$ cat config.mk
export PLATFORM = sky130hd
export DESIGN_NAME = code_epoch_adjuster
export DESIGN_NICKNAME = d
export VERILOG_FILES = /design/src/rtl/tca_pkg.sv /design/src/rtl/tca_strobe_gen.sv /design/src/rtl/tca_corr_capture.sv /design/src/rtl/tca_epoch_counter.sv /design/src/rtl/code_epoch_adjuster.sv
export SDC_FILE = /design/constraint.sdc
export NUM_CORES = 1
export LEC_CHECK = 0
export BUFFER_PORTS_ARGS = -buffer_cell sky130_fd_sc_hd__buf_2
export CAP_MARGIN = 10
export CELL_PAD_IN_SITES_DETAIL_PLACEMENT = 1
export CELL_PAD_IN_SITES_GLOBAL_PLACEMENT = 1
export CORE_AREA = 10 10 83 85
export DETAILED_ROUTE_END_ITERATION = 10
export DIE_AREA = 0 0 93 95
export GPL_TIMING_DRIVEN = 0
export PLACE_DENSITY_LB_ADDON = 0.1
export SYNTH_ARGS = -nofsm -noshare
export SYNTH_HDL_FRONTEND = slang
export SYNTH_SLANG_ARGS = --single-unit
$ cat constraint.sdc
create_clock -name clk_i -period 2.9 [get_ports clk_i]
set_clock_uncertainty 0.2 [all_clocks]
set_input_delay 0.145 -clock clk_i [delete_from_list [all_inputs] [get_ports clk_i]]
set_output_delay 0.145 -clock clk_i [all_outputs]
set_load 0.05 [all_outputs]
$ cat src/rtl/tca_pkg.sv
package tca_pkg;
  typedef enum logic [1:0] {
    MODE_COARSE = 2'd0,
    MODE_FINE   = 2'd1,
    MODE_RETAIN = 2'd2,
    MODE_HOLD   = 2'd3
  } tca_mode_e;
endpackage

$ cat src/rtl/tca_strobe_gen.sv
module tca_strobe_gen #(
  parameter int DIV  = 4,
  parameter int PH_W = 8
) (
  input  logic [PH_W-1:0] phase_i,
  output logic            strobe_o
);
  generate
    if ((DIV & (DIV - 1)) == 0) begin : g_pow2
      localparam int SH = $clog2(DIV);
      if (SH == 0) begin : g_every
        assign strobe_o = 1'b1;
      end else begin : g_mask
        assign strobe_o = (phase_i[SH-1:0] == '0);
      end
    end else begin : g_mod
      assign strobe_o = ((int'(phase_i) % DIV) == 0);
    end
  endgenerate
endmodule

$ cat src/rtl/tca_corr_capture.sv
module tca_corr_capture
  import tca_pkg::*;
#(
  parameter int CORR_W = 10,
  parameter int OFF_W  = 10,
  parameter int HALF   = 32
) (
  input  logic                     clk_i,
  input  logic                     rst_ni,
  input  logic [1:0]               mode_i,
  input  logic                     coarse_valid_i,
  input  logic signed [CORR_W-1:0] coarse_cells_i,
  input  logic                     fine_valid_i,
  input  logic signed [CORR_W-1:0] fine_cells_i,
  input  logic                     ret_valid_i,
  input  logic signed [CORR_W-1:0] ret_cells_i,
  input  logic                     epoch_i,
  output logic                     take_o,
  output logic signed [OFF_W-1:0]  take_val_o,
  output logic                     take_coarse_o,
  output logic                     sat_o,
  output logic                     ovr_o
);
  logic                     sel_v, sel_coarse, clip;
  logic signed [CORR_W-1:0] sel_val;
  logic signed [OFF_W-1:0]  sel_clamped;
  logic                     coarse_used_q;
  logic                     pend_v_q, pend_coarse_q;
  logic signed [OFF_W-1:0]  pend_val_q;
  logic                     sat_q, ovr_q;
  int                       raw;

  always_comb begin
    sel_v      = 1'b0;
    sel_coarse = 1'b0;
    sel_val    = '0;
    unique case (tca_mode_e'(mode_i))
      MODE_COARSE: begin
        sel_v      = coarse_valid_i & ~coarse_used_q;
        sel_coarse = 1'b1;
        sel_val    = coarse_cells_i;
      end
      MODE_FINE: begin
        sel_v   = fine_valid_i;
        sel_val = fine_cells_i;
      end
      MODE_RETAIN: begin
        sel_v   = ret_valid_i;
        sel_val = ret_cells_i;
      end
      default: ;
    endcase
  end

  always_comb begin
    raw  = int'(sel_val);
    clip = 1'b0;
    if (raw > HALF) begin
      raw  = HALF;
      clip = 1'b1;
    end else if (raw < -HALF) begin
      raw  = -HALF;
      clip = 1'b1;
    end
    sel_clamped = OFF_W'(raw);
  end

  always_ff @(posedge clk_i or negedge rst_ni) begin
    if (!rst_ni) begin
      coarse_used_q <= 1'b0;
      pend_v_q      <= 1'b0;
      pend_coarse_q <= 1'b0;
      pend_val_q    <= '0;
      sat_q         <= 1'b0;
      ovr_q         <= 1'b0;
    end else begin
      sat_q <= sel_v & clip;
      // slot consumed this cycle frees it; no overwrite then
      ovr_q <= sel_v & pend_v_q & ~epoch_i;
      if (sel_v && sel_coarse) coarse_used_q <= 1'b1;
      if (sel_v) begin
        pend_v_q      <= 1'b1;
        pend_val_q    <= sel_clamped;
        pend_coarse_q <= sel_coarse;
      end else if (epoch_i) begin
        pend_v_q <= 1'b0;
      end
    end
  end

  assign take_o        = epoch_i & pend_v_q;
  assign take_val_o    = pend_val_q;
  assign take_coarse_o = pend_coarse_q;
  assign sat_o         = sat_q;
  assign ovr_o         = ovr_q;
endmodule

$ cat src/rtl/tca_epoch_counter.sv
module tca_epoch_counter #(
  parameter int PERIOD = 64,
  parameter int PH_W   = 7,
  parameter int OFF_W  = 8
) (
  input  logic                    clk_i,
  input  logic                    rst_ni,
  input  logic                    take_i,
  input  logic signed [OFF_W-1:0] take_val_i,
  input  logic                    take_coarse_i,
  output logic [PH_W-1:0]         phase_o,
  output logic                    epoch_o,
  output logic                    aligned_o
);
  logic [PH_W-1:0]         phase_q;
  logic signed [OFF_W-1:0] act_q;
  logic                    act_coarse_q, aligned_q;
  logic                    wrap;
  int                      last_tick;

  assign epoch_o   = (phase_q == '0);
  assign last_tick = PERIOD - 1 + int'(act_q);
  assign wrap      = (int'(phase_q) == last_tick);

  always_ff @(posedge clk_i or negedge rst_ni) begin
    if (!rst_ni) begin
      phase_q      <= '0;
      act_q        <= '0;
      act_coarse_q <= 1'b0;
      aligned_q    <= 1'b0;
    end else begin
      phase_q <= wrap ? '0 : phase_q + 1'b1;
      // offset latched at epoch governs the period now starting
      if (epoch_o) begin
        act_q        <= take_i ? take_val_i : '0;
        act_coarse_q <= take_i & take_coarse_i;
      end
      if (wrap && act_coarse_q) aligned_q <= 1'b1;
    end
  end

  assign phase_o   = phase_q;
  assign aligned_o = aligned_q;
endmodule

$ cat src/rtl/code_epoch_adjuster.sv
module code_epoch_adjuster #(
  parameter int CELLS         = 4,
  parameter int FAST_PER_SLOW = 4,
  parameter int SLOW_LEN      = 16,
  parameter int CORR_W        = 10
) (
  input  logic              clk_i,
  input  logic              rst_ni,
  input  logic [1:0]        mode_i,
  input  logic              coarse_valid_i,
  input  logic [CORR_W-1:0] coarse_cells_i,
  input  logic              fine_valid_i,
  input  logic [CORR_W-1:0] fine_cells_i,
  input  logic              ret_valid_i,
  input  logic [CORR_W-1:0] ret_cells_i,
  output logic              epoch_o,
  output logic              fast_chip_en_o,
  output logic              slow_chip_en_o,
  output logic              aligned_o,
  output logic              sat_o,
  output logic              ovr_o
);
  localparam int SLOW_CELLS = CELLS * FAST_PER_SLOW;
  localparam int PERIOD     = SLOW_CELLS * SLOW_LEN;
  localparam int HALF       = PERIOD / 2;
  localparam int PH_W       = $clog2(PERIOD + HALF);
  localparam int OFF_W      = PH_W + 1;

  logic                    take, take_coarse, epoch;
  logic signed [OFF_W-1:0] take_val;
  logic [PH_W-1:0]         phase;

  tca_corr_capture #(
    .CORR_W(CORR_W), .OFF_W(OFF_W), .HALF(HALF)
  ) u_capture (
    .clk_i          (clk_i),
    .rst_ni         (rst_ni),
    .mode_i         (mode_i),
    .coarse_valid_i (coarse_valid_i),
    .coarse_cells_i (signed'(coarse_cells_i)),
    .fine_valid_i   (fine_valid_i),
    .fine_cells_i   (signed'(fine_cells_i)),
    .ret_valid_i    (ret_valid_i),
    .ret_cells_i    (signed'(ret_cells_i)),
    .epoch_i        (epoch),
    .take_o         (take),
    .take_val_o     (take_val),
    .take_coarse_o  (take_coarse),
    .sat_o          (sat_o),
    .ovr_o          (ovr_o)
  );

  tca_epoch_counter #(
    .PERIOD(PERIOD), .PH_W(PH_W), .OFF_W(OFF_W)
  ) u_counter (
    .clk_i         (clk_i),
    .rst_ni        (rst_ni),
    .take_i        (take),
    .take_val_i    (take_val),
    .take_coarse_i (take_coarse),
    .phase_o       (phase),
    .epoch_o       (epoch),
    .aligned_o     (aligned_o)
  );

  tca_strobe_gen #(.DIV(CELLS), .PH_W(PH_W)) u_fast (
    .phase_i (phase), .strobe_o (fast_chip_en_o)
  );

  tca_strobe_gen #(.DIV(SLOW_CELLS), .PH_W(PH_W)) u_slow (
    .phase_i (phase), .strobe_o (slow_chip_en_o)
  );

  assign epoch_o = epoch;
endmodule

==> impl_metrics.toml, run 1 <==
[logic_synthesis]
synth_area_um2 = 2090
synth_edf_count = 0
syn_nets = 257
post-synth-top-area-cell = "dfrtp_1"
synth_seq_cells = 36
ys_async_sr_fraction_pct = 100
avgSynthCellArea_um2 = 9.66
synthDistinctLibCells = 45
yosysTopAreaCellShare_pct = 43.2
syn_inst = 216
ys_seq_area_share_pct = 43.2
synth_ff_type = "dfrtp_1"
synth_area_leaders = "dfrtp_1 43%, nand2_1 6.5%, mux2i_1 5.3%"
yosysWarningCount = 0
synthTopCellsByCount = "36 x dfrtp_1, 36 x nand2_1, 13 x o21ai_0"

[critical_path]
cp_data_required_time_ns = 2.82
r2r_start = "u_counter.act_q[0]$_DFFE_PN0P_"
path_buf_inv = 1
timing.rr.end = "u_counter.phase_o[1]$_DFF_PN0_"
cp-start-kind = "flip-flop"
crit_path_max_fanout = 10
path_class = "flip-flop to flip-flop"
crit_chain = "or3_2, buf_2, nor2_1, xor2_1, a221oi_2, a21boi_0"
cp_slowest_cell = "a221oi_2"
rr_worst_depth = 6
end_kind = "flip-flop"
crit_arrival_ns = 2.49
rrSetupSlack_ns = 0.33
crit_family = "compound AO/OA/AOI/OAI gates"
slowest_delay_ns = 0.75
crit_start = "u_counter.act_q[0]$_DFFE_PN0P_"

[run_status]
status = "complete, no violations"

[sta]
rsz0062_at_grt = "false"
worst_pin_slew_ns = 0.872
timing.final.crit_period_ns = 2.57
setup_violations = 0
clock.fmax_mhz = 389
max_slew_margin_pct = 41.8
finalHoldViolCount = 0
fin_setup_tns_ns = 0
drv_slew = 0
period_share_pct = 88.7

[detailed_routing]
drt_iter0_drc = 43
vias_per_cell = 5.21
route.detailed.drc = 0
highest_layer = "met4"
drt-wirelength-per-cell_um = 15.2
wl_met3_um = 427
drt-total-wl_mm = 5.18
wl_met2_mm = 2.52
vias = 1773
first_pass_iters = 4
drt-met1-wl_mm = 2.15
ant_nets = 0

[clock_tree]
htree_levels = 2
ctsRootBufferMaster = "clkbuf_8"
clkTransAtPathRegs_ns = 0.07
cts_max_path_buffers = 2
clock_latency_ns = 0.29
cts_num_sinks = 36
numCtsBuffers = 5
cts_tree = "done"

[floorplanning]
die_h_um = 95
initial_core_util_pct = 39.1
die_area_um2 = 8840
io_pins = 43
dieWidth_um = 93
rows = 27
coreArea_um2 = 5340

[final_layout]
syn_to_final_growth_pct = 19.9
final_area_um2 = 2500
finalNetCount = 308
drive_gt1_share_pct = 24.6
diodes = 0
fin_util_pct = 46.9

[power_and_ir_drop]
leakage_nw = 1.13
power.share.clock_pct = 18.6
seqPwrFrac_pct = 38.0
p_per_area_nw_per_um2 = 802
irDropWorstVdd_mv = 0.236
switching_share_pct = 40.7
p_int_mw = 1.19
combPwrFrac_pct = 43.5
net-switching-power_mw = 0.816

[min_path]
min-delay-start = "fine_cells_i[9]"
min_path_cells = 3
holdPathEnd = "u_capture.take_val_o[8]$_DFFE_PN0P_"
min_path_type = "input pin to flip-flop"

[global_route]
track_usage_pct = 12.7
antenna_found_initial = 0
first_global_vias = 1964
grt_max_degree = 37
grt_pass1_wl_mm = 9.22
grt-ovfl-total = 0

[place]
io_buffers = 42
routabilityCongestion = 0.800
place_area_um2 = 2390
dp_hpwl_mm = 4.17

[run]
drv_cap = 0
==> layer usage <==
| layer | global-route usage, % | vias up |
|---|---|---|
| met5 | 0 | - |
| met4 | 4.24 | 0 |
| met3 | 5.47 | 8 |
| met2 | 22.1 | 46 |
| met1 | 13.7 | 847 |
| li1 | - | 872 |
==> final cells by class <==
cell class                 instances  area [um^2]
buffer                            12         51.3
clock buffer                       8         90.1
timing repair buffer              44          230
inverter                           7         26.3
sequential                        36          901
tap                               72         90.1
fill                             677         2840
multi-input combinational        161         1110
==> per-stage QoR <==
| stage | worst slack, ns | total power, mW | std cells | hold WS [ns] |
|---|---|---|---|---|
| CTS | 0.323 | 2.02 | 340 | 0.00775 |
| floorplan | 0.0128 | 1.42 | 216 | -0.351 |
| global placement | 0.370 | 1.62 | 330 | 0.0809 |
| finish | 0.328 | 2.01 | 340 | 0.00364 |
| global route | 0.135 | 2.17 | 340 | 0.0347 |
| detailed placement | 0.332 | 1.64 | 330 | 0.0826 |
==> cell families (layout without fill, tap and decap cells) <==
group / count (synthesis) / in the layout / synth area share (%)
mux: 17 / 17 / 8.51
simple gates: 72 / 72 / 17.4
fa+ha+maj: 4 / 4 / 2.40
flops: 36 / 36 / 43.2
compound gates: 49 / 49 / 16.8
buf+inv: 19 / 71 / 3.72
xor+xnor: 19 / 19 / 7.97
==> power groups by stage <==
| stage | logic, mW | clock network (mW) | registers, mW |
|---|---|---|---|
| 6_report | 0.872 | 0.372 | 0.762 |
| 5_1_grt | 0.985 | 0.405 | 0.785 |
| 4_1_cts | 0.879 | 0.381 | 0.763 |
| 3_5_place_dp | 0.869 | 0 | 0.773 |
| 3_3_place_gp | 0.848 | 0 | 0.771 |
| 2_1_floorplan | 0.674 | 0 | 0.749 |
==> worst register-to-register path, delay by kind of cell (launching register included) <==
| kind | cells | cell delay [ns] |
|---|---|---|
| compound gates | 2 | 0.94 |
| xor+xnor | 1 | 0.09 |
| buf+inv | 1 | 0.17 |
| flops | 1 | 0.44 |
| simple gates | 2 | 0.58 |
==> state kept, by name, summed over array words and instances, names as in the netlist <==
register,count
u_capture.sat_o,1
u_counter.aligned_o,1
u_counter.act_coarse_q,1
u_capture.ovr_o,1
u_counter.act_q,10
u_counter.phase_o,9
u_capture.take_val_o,10
u_capture.pend_v_q,1
u_capture.take_coarse_o,1
u_capture.coarse_used_q,1
==> timing repair <==
item | CTS | global route
hold buffers | 2 | 0
endpoints found under the hold margin | 38 | 0
resized for setup | 0 | 0
endpoints found under the setup margin | 0 | 0
setup buffers | 0 | 0
==> worst max-delay path by stage <==
stage | slack [ns] | endpoint | depth (start not counted)
detailed placement | 0.33 | u_counter.phase_o[1]$_DFF_PN0_ | 6
CTS | 0.32 | u_counter.phase_o[1]$_DFF_PN0_ | 6
finish | 0.33 | u_counter.phase_o[1]$_DFF_PN0_ | 6
floorplan | 0.01 | epoch_o | 5
global route | 0.14 | u_counter.phase_o[1]$_DFF_PN0_ | 6
global placement | 0.37 | u_counter.phase_o[1]$_DFF_PN0_ | 4
==> cell usage in the layout (no fill, tap or decap), types with 4 or more instances in the layout <==
master,instances
buf_2,44
nand2_1,36
dfrtp_1,36
o21ai_0,13
mux2i_1,11
xnor2_1,10
clkbuf_1,9
nor2_1,9
a21oi_1,9
xor2_1,9
o41ai_1,8
inv_1,7
mux2_2,6
clkbuf_8,6
nand2b_1,5
nand3_1,5
ha_1,4
Power figures use the tool's default switching activity.
==> run 2: changes to the inputs <==
- RECOVER_POWER: unset -> 100
==> impl_metrics.toml, run 2 (same netlist as run 1, synthesis figures left out) <==
[run_status]
status = "finished, violations left"
violations = "max-capacitance violations, max-slew violations"

[run]
drv_cap = 1

[critical_path]
crit_chain = "or3_2, clkbuf_1, nor2_1, xor2_1, a221oi_2, a21boi_0"
end_kind = "flip-flop"
path_class = "flip-flop to flip-flop"
crit_arrival_ns = 2.54
cp_slowest_cell = "a221oi_2"
cp-start-kind = "flip-flop"
path_buf_inv = 1
crit_family = "compound AO/OA/AOI/OAI gates"
slowest_delay_ns = 0.75
crit_path_max_fanout = 10
cp_data_required_time_ns = 2.82

[sta]
worst_pin_slew_ns = 1.93
timing.final.crit_period_ns = 2.62
max_slew_margin_pct = -28.9
period_share_pct = 90.2
finalHoldViolCount = 0
clock.fmax_mhz = 382
setup_violations = 0
fin_setup_tns_ns = 0
drv_slew = 37
rsz0062_at_grt = "false"

[global_route]
antenna_found_initial = 0
use_met2_pct = 22.1
use_met1_pct = 13.7
track_usage_pct = 12.7
met3_usage_pct = 5.47
first_global_vias = 1964
grt_pass1_wl_mm = 9.22
grt-ovfl-total = 0
grt_max_degree = 37
busiest_layer = "met2"

[floorplanning]
dieWidth_um = 93
initial_core_util_pct = 39.1
die_h_um = 95
rows = 27
coreArea_um2 = 5340
die_area_um2 = 8840
io_pins = 43

[final_layout]
multiInputGateArea_um2 = 1110
drive_gt1_share_pct = 20.9
diodes = 0
fin_cells = 340
syn_to_final_growth_pct = 19.1
finalNetCount = 308
regArea_um2 = 901
nFillCells = 674
layout_common_cells = "36 x nand2_1, 36 x dfrtp_1, 35 x buf_2, 20 x clkbuf_1, 13 x o21ai_0"

[place]
dp_hpwl_mm = 4.17
routabilityCongestion = 0.800
post-place-cells = 330
io_buffers = 42

[clock_tree]
htree_levels = 2
numCtsBuffers = 5
cts_num_sinks = 36
ctsRootBufferMaster = "clkbuf_8"
clock_latency_ns = 0.29
cts-resized-gates = 0
clkTransAtPathRegs_ns = 0.07
cts_tree = "done"
cts_max_path_buffers = 2

[detailed_routing]
vias = 1776
route.detailed.drc = 0
drt-total-wl_mm = 5.18
ant_nets = 0
drt-wirelength-per-cell_um = 15.2
first_pass_iters = 4
drt_iter0_drc = 52
vias_per_cell = 5.22

[power_and_ir_drop]
p_per_area_nw_per_um2 = 805
irDropWorstVdd_mv = 0.236
leakage_nw = 1.10

[min_path]
min_path_type = "input pin to flip-flop"
## run 2: changes by cell type in the layout (fill, tap and decap cells not counted)
cell / change
nor3b_2: -1
nor3b_1: +1
buf_2: -9
clkbuf_1: +11
buf_1: -2
## run 2: routing by layer
| metal | wire (um) | vias up | part of all wire, % |
|---|---|---|---|
| met2 | 2520 | 49 | 49 |
| met4 | 60 | 0 | 1.2 |
| met1 | 2140 | 848 | 41 |
| li1 | - | 873 | - |
| met3 | 460 | 6 | 8.9 |
| met5 | 0 | - | 0 |
## run 2: layout make-up
cell class                      count  area share, %
Buffer                             12           2.01
Clock buffer                        8           3.62
Inverter                            7           1.06
Multi-Input combinational cell    161           44.6
Sequential cell                    36           36.2
Tap cell                           72           3.62
Timing Repair Buffer               44           8.86
## run 2: report_power, final
part	leakage (nW)	total (mW)	switching (mW)	internal (mW)
Clock	0.0455	0.373	0.180	0.194
Sequential	0.458	0.761	0.140	0.621
Combinational	0.592	0.867	0.497	0.370
## run 2: path summary, 6_finish.rpt
check | cells after the start | from | to | slack (ns)
max | 6 | u_counter.act_q[0]$_DFFE_PN0P_ | u_counter.phase_o[1]$_DFF_PN0_ | 0.28
min | 3 | fine_cells_i[9] | u_capture.take_val_o[8]$_DFFE_PN0P_ | 0.0002
max reg2reg | 6 | u_counter.act_q[0]$_DFFE_PN0P_ | u_counter.phase_o[1]$_DFF_PN0_ | 0.28
min reg2reg | 2 | u_capture.take_val_o[3]$_DFFE_PN0P_ | u_capture.take_val_o[3]$_DFFE_PN0P_ | 0.28
max in group asynchronous | 2 | rst_ni | u_capture.sat_o$_DFF_PN0_ | 0.65
min in group asynchronous | 2 | rst_ni | u_counter.phase_o[1]$_DFF_PN0_ | 0.73
## run 2: per-stage QoR
| stage | total power, mW | hold WS [ns] | worst slack (ns) | utilization, % | cell area (um^2) |
|---|---|---|---|---|---|
| after floorplan | 1.42 | -0.351 | 0.0128 | - | 2090 |
| after global placement | 1.62 | 0.0809 | 0.370 | 44.8 | 2390 |
| after detailed placement | 1.64 | 0.0826 | 0.332 | 44.8 | 2390 |
| after CTS | 2.02 | 0.00775 | 0.323 | 46.9 | 2500 |
| after global routing | 2.17 | 0.0347 | 0.0873 | 46.6 | 2490 |
| final | 2.00 | 0.000197 | 0.284 | 46.6 | 2490 |
## run 2: worst register-to-register path: cells and delay by family, from the launching register on
family | cells | cell delay, ns
XOR/XNOR | 1 | 0.09
AND/OR/NAND/NOR | 2 | 0.60
buffers and inverters | 1 | 0.18
flip-flops | 1 | 0.44
AO/OA/AOI/OAI | 2 | 0.94
## run 2: what timing repair did
action,CTS,global route
endpoints found under the hold margin,38,0
setup buffers,0,0
hold buffers,2,0
setup endpoints to repair,0,0
